===== src/rtl/useq_pkg.sv =====
package useq_pkg;
  localparam logic [3:0] OP_NOP = 4'd0;
  localparam logic [3:0] OP_ADD = 4'd1;
  localparam logic [3:0] OP_SUB = 4'd2;
  localparam logic [3:0] OP_AND = 4'd3;
  localparam logic [3:0] OP_OR  = 4'd4;
  localparam logic [3:0] OP_XOR = 4'd5;
  localparam logic [3:0] OP_MOV = 4'd6;
  localparam logic [3:0] OP_LDI = 4'd7;
  localparam logic [3:0] OP_SHL = 4'd8;
  localparam logic [3:0] OP_SHR = 4'd9;
  localparam logic [3:0] OP_CALL = 4'd10;
  localparam logic [3:0] OP_RET  = 4'd11;

  localparam logic [2:0] CC_NEVER = 3'd0;
  localparam logic [2:0] CC_ALWAYS = 3'd1;
  localparam logic [2:0] CC_Z    = 3'd2;
  localparam logic [2:0] CC_NZ   = 3'd3;
  localparam logic [2:0] CC_C    = 3'd4;
  localparam logic [2:0] CC_N    = 3'd5;
  localparam logic [2:0] CC_EXT  = 3'd6;
  localparam logic [2:0] CC_NEXT = 3'd7;

  typedef struct packed {
    logic z;
    logic c;
    logic n;
  } flags_t;

  function automatic logic cond_met(input logic [2:0] cc, input flags_t f, input logic x);
    case (cc)
      CC_ALWAYS: cond_met = 1'b1;
      CC_Z:      cond_met = f.z;
      CC_NZ:     cond_met = !f.z;
      CC_C:      cond_met = f.c;
      CC_N:      cond_met = f.n;
      CC_EXT:    cond_met = x;
      CC_NEXT:   cond_met = !x;
      default:   cond_met = 1'b0;
    endcase
  endfunction
endpackage


===== src/rtl/useq_alu.sv =====
module useq_alu
  import useq_pkg::*;
#(
  parameter int DW = 16
) (
  input  logic [3:0]    op,
  input  logic [DW-1:0] a,
  input  logic [DW-1:0] b,
  input  logic [DW-1:0] imm,
  output logic [DW-1:0] res,
  output flags_t        flg,
  output logic          wr,
  output logic          fupd
);
  // returns {carry, result}
  function automatic logic [DW:0] alu_calc(input logic [3:0] o, input logic [DW-1:0] x,
                                           input logic [DW-1:0] y, input logic [DW-1:0] k);
    case (o)
      OP_ADD:  alu_calc = {1'b0, x} + {1'b0, y};
      OP_SUB:  alu_calc = {(x < y), x - y};
      OP_AND:  alu_calc = {1'b0, x & y};
      OP_OR:   alu_calc = {1'b0, x | y};
      OP_XOR:  alu_calc = {1'b0, x ^ y};
      OP_MOV:  alu_calc = {1'b0, x};
      OP_LDI:  alu_calc = {1'b0, k};
      OP_SHL:  alu_calc = {x[DW-1], x[DW-2:0], 1'b0};
      OP_SHR:  alu_calc = {x[0], 1'b0, x[DW-1:1]};
      default: alu_calc = '0;
    endcase
  endfunction

  function automatic logic writes_reg(input logic [3:0] o);
    writes_reg = (o >= OP_ADD) && (o <= OP_SHR);
  endfunction

  function automatic logic writes_flags(input logic [3:0] o);
    writes_flags = ((o >= OP_ADD) && (o <= OP_XOR)) || (o == OP_SHL) || (o == OP_SHR);
  endfunction

  logic [DW:0] full;
  always_comb begin
    full  = alu_calc(op, a, b, imm);
    res   = full[DW-1:0];
    flg.c = full[DW];
    flg.z = (full[DW-1:0] == '0);
    flg.n = full[DW-1];
    wr    = writes_reg(op);
    fupd  = writes_flags(op);
  end
endmodule


===== src/rtl/useq_ctx.sv =====
module useq_ctx
  import useq_pkg::*;
#(
  parameter int PC_W = 12,
  parameter int DW   = 16,
  parameter int RA_W = 4,
  parameter logic [PC_W-1:0] BASE = '0
) (
  input  logic            clk,
  input  logic            rst_n,
  input  logic            exec_en,
  input  logic [3:0]      op,
  input  logic [RA_W-1:0] dst,
  input  logic [RA_W-1:0] sa,
  input  logic [RA_W-1:0] sb,
  input  logic [2:0]      cc,
  input  logic [PC_W-1:0] tgt,
  input  logic [DW-1:0]   res,
  input  flags_t          alu_flg,
  input  logic            alu_wr,
  input  logic            alu_fupd,
  input  logic            xcond,
  output logic [PC_W-1:0] pc_o,
  output logic [DW-1:0]   rd_a,
  output logic [DW-1:0]   rd_b
);
  localparam int NREG = 1 << RA_W;

  logic [PC_W-1:0] pc_q, ret_q, pc_nxt, ret_nxt, pc_inc;
  flags_t          flg_q;
  logic [DW-1:0]   rf [NREG];
  logic            take;

  assign pc_inc = pc_q + 1'b1;
  assign take   = cond_met(cc, flg_q, xcond);

  always_comb begin
    pc_nxt  = take ? tgt : pc_inc;
    ret_nxt = ret_q;
    if (op == OP_CALL) begin
      pc_nxt  = tgt;
      ret_nxt = pc_inc;
    end else if (op == OP_RET) begin
      pc_nxt = ret_q;
    end
  end

  always_ff @(posedge clk) begin
    if (!rst_n) begin
      pc_q  <= BASE;
      ret_q <= BASE;
      flg_q <= '0;
      for (int i = 0; i < NREG; i++) rf[i] <= '0;
    end else if (exec_en) begin
      pc_q  <= pc_nxt;
      ret_q <= ret_nxt;
      if (alu_fupd) flg_q <= alu_flg;
      if (alu_wr) rf[dst] <= res;
    end
  end

  assign pc_o = pc_q;
  assign rd_a = rf[sa];
  assign rd_b = rf[sb];


  idle_hold_chk: assert property (@(posedge clk) disable iff (!rst_n)
    !exec_en |=> ($stable(pc_q) && $stable(flg_q) && $stable(ret_q)));

  ret_load_chk: assert property (@(posedge clk) disable iff (!rst_n)
    (exec_en && op == OP_RET) |=> (pc_q == $past(ret_q)));

  call_save_chk: assert property (@(posedge clk) disable iff (!rst_n)
    (exec_en && op == OP_CALL) |=> (ret_q == PC_W'($past(pc_q) + 1'b1) && pc_q == $past(tgt)));

  never_step_chk: assert property (@(posedge clk) disable iff (!rst_n)
    (exec_en && op != OP_CALL && op != OP_RET && cc == CC_NEVER)
      |=> (pc_q == PC_W'($past(pc_q) + 1'b1)));
endmodule


===== src/rtl/dual_useq.sv =====
module dual_useq
  import useq_pkg::*;
#(
  parameter int PC_W = 12,
  parameter int DW   = 16,
  parameter int RA_W = 4
) (
  input  logic                          clk,
  input  logic                          rst_n,
  output logic [PC_W-1:0]               rom_addr,
  input  logic [4+3*RA_W+3+PC_W-1:0]    rom_data,
  input  logic [1:0]                    ext_cond,
  output logic                          exec_valid,
  output logic                          exec_tid,
  output logic [PC_W-1:0]               exec_pc,
  output logic                          wb_en,
  output logic [RA_W-1:0]               wb_dst,
  output logic [DW-1:0]                 wb_data
);
  localparam int IW = 4 + 3*RA_W + 3 + PC_W;
  localparam int NTH = 2;
  localparam logic [PC_W-1:0] T1_BASE = PC_W'(1) << (PC_W-1);

  logic          fetch_tid, ir_vld;
  logic [IW-1:0] ir;

  always_ff @(posedge clk) begin
    if (!rst_n) begin
      fetch_tid <= 1'b0;
      ir_vld    <= 1'b0;
      ir        <= '0;
    end else begin
      fetch_tid <= ~fetch_tid;
      ir_vld    <= 1'b1;
      ir        <= rom_data;
    end
  end

  logic            ex_tid;
  logic [3:0]      f_op;
  logic [RA_W-1:0] f_dst, f_sa, f_sb;
  logic [2:0]      f_cc;
  logic [PC_W-1:0] f_tgt;

  assign ex_tid = ~fetch_tid;
  assign {f_op, f_dst, f_sa, f_sb, f_cc, f_tgt} = ir;

  logic [PC_W-1:0] pc_v [NTH];
  logic [DW-1:0]   ra_v [NTH];
  logic [DW-1:0]   rb_v [NTH];
  logic [DW-1:0]   alu_res;
  flags_t          alu_flg;
  logic            alu_wr, alu_fupd;

  useq_alu #(.DW(DW)) u_alu (
    .op(f_op), .a(ra_v[ex_tid]), .b(rb_v[ex_tid]), .imm(DW'(f_tgt)),
    .res(alu_res), .flg(alu_flg), .wr(alu_wr), .fupd(alu_fupd)
  );

  for (genvar g = 0; g < NTH; g++) begin : g_ctx
    useq_ctx #(
      .PC_W(PC_W), .DW(DW), .RA_W(RA_W),
      .BASE((g == 0) ? '0 : T1_BASE)
    ) u_ctx (
      .clk(clk), .rst_n(rst_n),
      .exec_en(ir_vld && (ex_tid == 1'(g))),
      .op(f_op), .dst(f_dst), .sa(f_sa), .sb(f_sb), .cc(f_cc), .tgt(f_tgt),
      .res(alu_res), .alu_flg(alu_flg), .alu_wr(alu_wr), .alu_fupd(alu_fupd),
      .xcond(ext_cond[g]),
      .pc_o(pc_v[g]), .rd_a(ra_v[g]), .rd_b(rb_v[g])
    );
  end

  assign rom_addr   = pc_v[fetch_tid];
  assign exec_valid = ir_vld;
  assign exec_tid   = ex_tid;
  assign exec_pc    = pc_v[ex_tid];
  assign wb_en      = ir_vld && alu_wr;
  assign wb_dst     = f_dst;
  assign wb_data    = alu_res;


  alternate_chk: assert property (@(posedge clk) disable iff (!rst_n)
    exec_valid |=> (exec_valid && exec_tid != $past(exec_tid)));

  first_thread_chk: assert property (@(posedge clk) disable iff (!rst_n)
    $rose(exec_valid) |-> (exec_tid == 1'b0));

  fetch_other_chk: assert property (@(posedge clk) disable iff (!rst_n)
    exec_valid |-> (rom_addr == pc_v[~exec_tid]));
endmodule


===== config.mk =====
export PLATFORM = sky130hd
export DESIGN_NAME = dual_useq
export DESIGN_NICKNAME = d
export VERILOG_FILES = /design/src/rtl/useq_pkg.sv /design/src/rtl/useq_alu.sv /design/src/rtl/useq_ctx.sv /design/src/rtl/dual_useq.sv
export SDC_FILE = /design/constraint.sdc
export NUM_CORES = 1
export LEC_CHECK = 0
export BUFFER_PORTS_ARGS = -buffer_cell sky130_fd_sc_hd__buf_2
export CAP_MARGIN = 20
export CORE_ASPECT_RATIO = 0.8
export CORE_UTILIZATION = 30
export CTS_BUF_LIST = sky130_fd_sc_hd__clkbuf_8
export CTS_CLUSTER_SIZE = 12
export DETAILED_ROUTE_END_ITERATION = 10
export GPL_TIMING_DRIVEN = 1
export HOLD_SLACK_MARGIN = 0.1
export SYNTH_ARGS = -nofsm -noshare
export SYNTH_HDL_FRONTEND = slang
export SYNTH_SLANG_ARGS = --single-unit

===== constraint.sdc =====
create_clock -name clk -period 10.94 [get_ports clk]
set_input_delay 1.094 -clock clk [delete_from_list [all_inputs] [get_ports clk]]
set_output_delay 1.094 -clock clk [all_outputs]
set_load 0.02 [all_outputs]

==> Implementation_results.wiki, run 1 <==
{| class="wikitable"
! Metric !! Value
|-
| Register area share after synthesis || 51.2%
|-
| Root Buffer || clkbuf_8
|-
| Sw Ratio || 32.0%
|-
| Proportion of layout cells with a drive suffix above 1 || 21.7%
|-
| P_sw || 0.00190 W
|-
| Effective utilization at floorplan || 30.2%
|-
| Portion of the clock cycle consumed by the worst path in the final layout || 74.8%
|-
| Number of CTS-inserted buffers || 105
|-
| Power Total || 0.00596 W
|-
| Most common cell in the netlist || nor2_1
|-
| Cell type with the largest total area after synthesis || edfxtp_1
|-
| Antenna violations before repair || 3
|-
| Dominant synthesized flop cell || edfxtp_1
|-
| Worst vdd rail ir drop || 0.109 mV
|-
| CTS tree || yes
|-
| Class of the most critical setup path || reg -> out
|-
| Relative max-transition margin || 16.9%
|-
| Outcome || finished, final reports clean
|-
| TritonRoute pass-1 iters || 8
|-
| Number of violations of the max-capacitance limit || 0
|-
| Signed area change from the synthesized netlist to the final layout || 12.5%
|-
| Proportion of register bits with asynchronous set or reset after synthesis || 0%
|-
| Cell types with the highest counts after synthesis || nor2_1 (597), edfxtp_1 (512), mux4_2 (232)
|-
| Slew Limit Fails || 0
|-
| Post-route non-filler standard cell count || 4354
|-
| Placed cell count || 4148
|-
| Post-cts gate resize count || 0
|-
| H-Tree Level Count || 3
|-
| Post-route clock skew || 46.3 ps
|-
| Critical path arrival || 7090 ps
|-
| Final setup fails || 0
|-
| Syn Nets || 2865
|-
| Sum of overflow across all layers after global routing || 0
|-
| Routed via count || 25048
|-
| Tot GR Track Use || 20.8%
|-
| RSZ-0062 raised after global routing || no
|-
| #FFs+latches synth || 599
|-
| Endpoint required time on the critical path || 9850 ps
|-
| Global-route wire length before repair || 171000 µm
|-
| Number of setup buffers added after CTS || 0
|-
| Top-level port count || 82
|-
| Deepest clock path buffer count || 3
|-
| Endpoint class of the critical path || output port
|-
| Largest fanout of any net on the critical path || 96
|-
| Relative contribution of combinational cells to total power || 21.0%
|-
| Detail Route Antenna Nets || 0
|-
| Post-synthesis instance area || 0.0334 mm²
|-
| Power Internal || 0.00405 W
|-
| Vias in the first global route || 23979
|-
| RD Place Congestion || 0.929
|-
| Clk_lat worst skew || 750 ps
|-
| Site row count || 109
|-
| Number of DRC markers after the initial detailed-route iteration || 3547
|-
| Total core area || 0.110 mm²
|-
| Leakage power summed over all cells || 13.6 nW
|-
| Detailed-route wire length per cell || 27.4 µm
|-
| Synth cell types || 88
|-
| Clock-pin slew reported for the worst setup and hold paths after clock tree synthesis || 60 ps
|-
| EDFF count, synth || 512
|-
| Floorplan die area || 0.113 mm²
|-
| Die outline height || 301 µm
|-
| Ratio of routed vias to standard cells || 5.75
|-
| Worst Max-Slew Pin Slew || 1240 ps
|-
| Sequential Power Share || 44.3%
|-
| Largest net degree at the start of global routing || 129
|-
| Remaining design rule violation count || 0
|-
| Synthesized area per cell || 12.0 µm²
|-
| Total Nets Final || 2907
|-
| Power per unit of standard cell area || 158 mW/mm²
|-
| Share of the synthesized area in the top cell type || 46.0%
|-
| Count of final hold-check violations || 0
|-
| Setup total negative slack || 0 ps
|-
| Number of buffers inserted for hold repair after clock tree synthesis || 0
|-
| Die X-Extent || 375 µm
|-
| Routed Wire Length || 119000 µm
|-
| Synth area leaders || edfxtp_1 (46%), mux4_2 (16%), nor2_1 (6.7%)
|-
| Startpoint type of the worst setup path || flip-flop
|-
| Gate Count Post-Synth || 2778
|-
| Clock sink count || 599
|-
| Hold Path Class || reg -> reg
|-
| Clock period minus final worst setup slack || 8180 ps
|-
| Port bufs || 81
|-
| Relative contribution of the clock network to total power || 34.7%
|-
| YS warnings || 0
|-
| Highest clock rate || 122 MHz
|-
| HPWL after detailed placement || 75700 µm
|}
## placed cells by master, fill, tap and decap left out, types with 11 or more instances in the layout
cell type  instances
a21boi_0          13
a21oi_1           47
a221oi_1          24
a22oi_1           38
a31oi_1           20
and2_1            55
buf_2             80
buf_4             90
clkbuf_8         119
clkinv_1          18
clkinv_2          16
dfxtp_1           78
edfxtp_1         512
ha_1              50
inv_1             97
mux2_2            28
mux2i_1          123
mux4_2           232
nand2_1          198
nand2b_1          11
nand3_1           55
nand4_1           15
nor2_1           597
nor2b_1           34
nor3_1            19
nor3b_1           12
o211a_1           21
o211ai_1          14
o21ai_0           45
o221ai_1          16
o22ai_1           29
xnor2_1           19
xor2_1            12
## worst paths after layout
kind / start / end / slack, ps / cells after the start
worst max-delay path: ir[15] / wb_data[12] / 2760 / 17
worst min-delay path: g_ctx[1].u_ctx.ret_q[1] / g_ctx[1].u_ctx.ret_q[1] / 470 / 2
worst max register to register: ir[15] / g_ctx[0].u_ctx.flg_q[2] / 4140 / 18
worst min register to register: g_ctx[1].u_ctx.ret_q[1] / g_ctx[1].u_ctx.ret_q[1] / 470 / 2
## worst max-delay path, cell delays in order (launching register included)
cell	delay [ps]
dfxtp_4	790
buf_12	640
mux4_2	600
mux4_2	490
nand2_1	120
and2_1	370
inv_1	180
fa_1	470
a21o_1	190
a221o_1	410
a211oi_1	250
nor3_1	120
a221oi_1	270
a21oi_1	110
a2111oi_4	330
buf_4	410
inv_1	160
buf_2	190
## kinds of logic (layout without fill, tap and decap cells)
group	count (synthesis)	count (layout)	share of synthesized area (%)
other cells	0	4	0
buf+inv	313	442	4.19
fa+ha+maj	52	52	1.99
mux	383	383	20.3
simple gates	1047	1047	13.7
xor+xnor	31	31	0.813
flops	599	599	51.2
compound gates	353	353	7.83
## sequential cells by signal, indices dropped and copies added (netlist names)
register and flops:
fetch_tid 1, g_ctx.u_ctx.ret_q 24, exec_valid 1, g_ctx.u_ctx.rf 512
ir 31, g_ctx.u_ctx.pc_o 24, g_ctx.u_ctx.flg_q 6
## layer usage
metal / vias to the layer above / part of all wire [%] / global-route usage (%)
li1: 10461 / - / -
met1: 12556 / 39 / 28.4
met2: 1742 / 43 / 30.7
met3: 287 / 13 / 6.20
met4: 2 / 4.4 / 8.67
met5: - / 0.011 / 0
## power by group through the flow
| stage | Clock, W | Combinational (W) | Sequential, W |
|---|---|---|---|
| finish | 0.00207 | 0.00125 | 0.00264 |
| global route | 0.00219 | 0.00133 | 0.00265 |
| floorplan | 0 | 0.000832 | 0.00264 |
| CTS | 0.00209 | 0.00123 | 0.00264 |
| detailed placement | 0 | 0.00123 | 0.00268 |
| global placement | 0 | 0.00123 | 0.00268 |
## per-stage QoR
| stage | worst slack (ps) | instance area (µm²) | hold slack, ps | utilization, % |
|---|---|---|---|---|
| after floorplan | 4430 | 33400 | 444 | - |
| after global placement | 3610 | 35300 | 454 | 32.0 |
| after detailed placement | 3560 | 35400 | 464 | 32.0 |
| after CTS | 2730 | 37400 | 472 | 33.9 |
| after global routing | 2360 | 37600 | 503 | 34.0 |
| final | 2760 | 37600 | 472 | 34.0 |
## layout make-up
| type | count | area [µm²] |
|---|---|---|
| flip-flops and latches | 599 | 17100 |
| fillers | 10887 | 72900 |
| clock inverters | 75 | 417 |
| inverters | 65 | 244 |
| clock buffers | 119 | 1640 |
| multi-input cells | 1866 | 15000 |
| well taps | 1443 | 1810 |
| repair buffers | 183 | 1350 |
| diodes | 4 | 10.0 |
Note: power is estimated with default switching activity, not from simulation.
==> run 2: changes to the inputs <==
==> constraint.sdc (replaced) <==
create_clock -name clk -period 6.5 [get_ports clk]
set_input_delay 0.65 -clock clk [delete_from_list [all_inputs] [get_ports clk]]
set_output_delay 0.65 -clock clk [all_outputs]
set_load 0.02 [all_outputs]
==> run 2 against run 1 <==
Compared with the run above:
- worst setup slack got worse by 2600 ps
- total power increased by 69%
- worst hold slack got worse by 320 ps
- critical path depth increased by 1
- combinational power increased by 82%
- routed wire length increased by 4.9%
- design area increased by 1.9%
- utilization increased by 0.66 points
- cell count increased by 2.0%
- first-iteration DRC count decreased by 1.9%
==> Implementation_results.wiki, run 2 (same netlist as run 1, synthesis figures left out) <==
{| class="wikitable"
! Metric !! Value
|-
| Routed Wire Length || 125000 µm
|-
| Site row count || 109
|-
| Met3 Routed Length || 15800 µm
|-
| End of the worst register-to-register path || g_ctx[1].u_ctx.flg_q[2]
|-
| Startpoint of the worst hold path || rom_data[20]
|-
| Largest net degree at the start of global routing || 75
|-
| Largest registers || g_ctx.u_ctx.rf: 512 flops, ir: 31 flops
|-
| Clock-pin slew reported for the worst setup and hold paths after clock tree synthesis || 60 ps
|-
| Root Buffer || clkbuf_8
|-
| Largest fanout of any net on the critical path || 18
|-
| Largest register FFs || 512
|-
| Leakage power summed over all cells || 14.0 nW
|-
| Area taken by multi-input logic gates || 0.0150 mm²
|-
| Slew Limit Fails || 0
|-
| Antenna violations before repair || 6
|-
| Tot GR Track Use || 21.6%
|-
| Vias in the first global route || 24604
|-
| Worst R2R Setup Slack || 830 ps
|-
| Combined flip-flop and latch cell area || 0.0171 mm²
|-
| Post-route clock skew || 68.6 ps
|-
| Top-level port count || 82
|-
| CP delay by family, top || multiplexers
|-
| Endpoint class of the critical path || output port
|-
| Post-detailed-placement cell area || 0.0360 mm²
|-
| RSZ-0062 raised after global routing || yes
|-
| Highest clock rate || 158 MHz
|-
| Number of DRC markers after the initial detailed-route iteration || 3481
|-
| Worst Max-Slew Pin Slew || 1170 ps
|-
| Delay contributed by the slowest stage of the critical path || 560 ps
|-
| Number of CTS-inserted buffers || 101
|-
| Class of the most critical setup path || reg -> out
|-
| Total core area || 0.110 mm²
|-
| Relative max-transition margin || 21.7%
|-
| Post-route non-filler standard cell count || 4439
|-
| Relative contribution of combinational cells to total power || 22.7%
|-
| Signed area change from the synthesized netlist to the final layout || 14.7%
|-
| Ratio of routed vias to standard cells || 5.71
|-
| Worst vdd rail ir drop || 0.170 mV
|-
| Clock sink count || 599
|-
| Top library cells by usage in the layout, fill and taps aside || nor2_1 (597), edfxtp_1 (512), mux4_2 (232), nand2_1 (198), buf_4 (161)
|-
| Placed cell count || 4217
|-
| Buffer and inverter count on the worst path || 5
|-
| RD Place Congestion || 0.961
|-
| P_sw || 0.00327 W
|-
| Setup total negative slack || 0 ps
|-
| Detail Route Antenna Nets || 0
|-
| Deepest clock path buffer count || 3
|-
| Slowest cell on the critical path || mux4_2
|-
| Number of inserted filler cells in the final layout || 10897
|-
| Power per unit of standard cell area || 262 mW/mm²
|-
| Power Internal || 0.00678 W
|-
| Post-route cell area || 0.0383 mm²
|-
| Outcome || finished, final reports clean
|-
| Critical path arrival || 5700 ps
|-
| Register with the most flip-flops || g_ctx.u_ctx.rf
|-
| WL met2 || 53900 µm
|-
| Final setup fails || 0
|-
| Portion of the clock cycle consumed by the worst path in the final layout || 97.6%
|-
| Global-route wire length before repair || 175000 µm
|-
| Sum of overflow across all layers after global routing || 0
|-
| Top layer reached by signal wires || met5
|-
| Hold Path Class || in -> reg
|-
| Detailed-route wire length per cell || 28.2 µm
|-
| Routed via count || 25358
|-
| Floorplan die area || 0.113 mm²
|-
| Most common cell after layout, fill and taps aside || nor2_1
|-
| Port bufs || 81
|-
| Sw Ratio || 32.5%
|-
| Number of violations of the max-capacitance limit || 0
|-
| Worst reg2reg path depth || 19
|-
| Origin of the critical flop-to-flop path || ir[15]
|-
| Clock period minus final worst setup slack || 6350 ps
|-
| Die X-Extent || 375 µm
|-
| Clk_lat worst skew || 760 ps
|-
| TritonRoute pass-1 iters || 6
|-
| Die outline height || 301 µm
|-
| HPWL after detailed placement || 84100 µm
|-
| Remaining design rule violation count || 0
|-
| Count of final hold-check violations || 0
|-
| Proportion of layout cells with a drive suffix above 1 || 23.3%
|-
| CTS tree || yes
|-
| Routed metal-1 wirelength || 49400 µm
|-
| Worst Hold Endpoint || ir[20]
|-
| H-Tree Level Count || 3
|-
| Relative contribution of the clock network to total power || 33.1%
|-
| Endpoint required time on the critical path || 5850 ps
|-
| Critical Path, Cell by Cell || buf_12, mux4_2, mux4_2, nand2_1, and2_1, inv_1, ha_1, fa_1, o21bai_2, nand4_1, o2111ai_1, a41oi_1, o21ai_0, mux2_2, a211oi_4, buf_4, inv_1, buf_2
|-
| Startpoint type of the worst setup path || flip-flop
|-
| First element of the critical path || ir[15]
|-
| Hold Path Stages || 2
|-
| Total Nets Final || 2998
|-
| Effective utilization at floorplan || 30.2%
|-
| Sequential Power Share || 44.2%
|}
## run 2: stage by stage
stage                     power [W]  util (%)  setup WS [ps]  hold WS (ps)
after floorplan             0.00584         -            436           444
after global placement      0.00670      32.5            477           455
after detailed placement    0.00671      32.5            512           459
after CTS                    0.0100      34.5           9.38           101
after global routing         0.0104      34.7          -62.3           131
final                        0.0101      34.7            155           149
## run 2: worst max path at each step
| stage | slack (ps) | cells after the start | end |
|---|---|---|---|
| finish | 150 | 18 | wb_data[14] |
| global route | -60 | 19 | wb_data[12] |
| CTS | 9 | 18 | wb_data[14] |
| detailed placement | 510 | 16 | wb_data[14] |
| global placement | 480 | 16 | wb_data[12] |
| floorplan | 440 | 18 | wb_data[12] |
## run 2: power groups by stage
stage / clock network (W) / logic, W / registers (W)
2_1_floorplan: 0 / 0.00140 / 0.00444
3_3_place_gp: 0 / 0.00218 / 0.00453
3_5_place_dp: 0 / 0.00218 / 0.00453
4_1_cts: 0.00336 / 0.00220 / 0.00445
5_1_grt: 0.00351 / 0.00240 / 0.00446
6_report: 0.00333 / 0.00228 / 0.00444
## run 2: layout make-up
type                       instances  area share [%]
sequential                       599            44.7
clock inverter                    77            1.14
multi-input combinational       1866            39.1
tap                             1443            4.71
inverter                          65           0.646
clock buffer                     109            3.91
timing repair buffer             278            5.70
antenna                            2          0.0131
## run 2: timing repair
action	CTS	global route
gates resized for setup	0	6
gates cloned	0	2
endpoints found under the hold margin	19	0
pin swaps	2	1
setup endpoints to repair	4	7
buffers inserted	3	9
hold buffers	19	0
## run 2: worst register-to-register path, stage by stage (launching register included)
cell	delay [ps]
dfxtp_4	420
buf_4	210
buf_4	330
mux4_2	580
mux4_2	500
nand2_1	90
and2_1	240
ha_1	370
nor2_1	260
o211ai_1	170
a31oi_1	410
buf_4	220
a21oi_1	80
o21ai_0	160
nand2_1	110
a221oi_4	270
buf_4	460
and4_1	450
nand2_1	130
o21ai_1	140
## run 2: metal layers
metal / vias up / global-route usage [%]
li1: 10647 / -
met1: 12677 / 29.2
met2: 1729 / 31.9
met3: 301 / 6.27
met4: 4 / 9.64
met5: - / 0
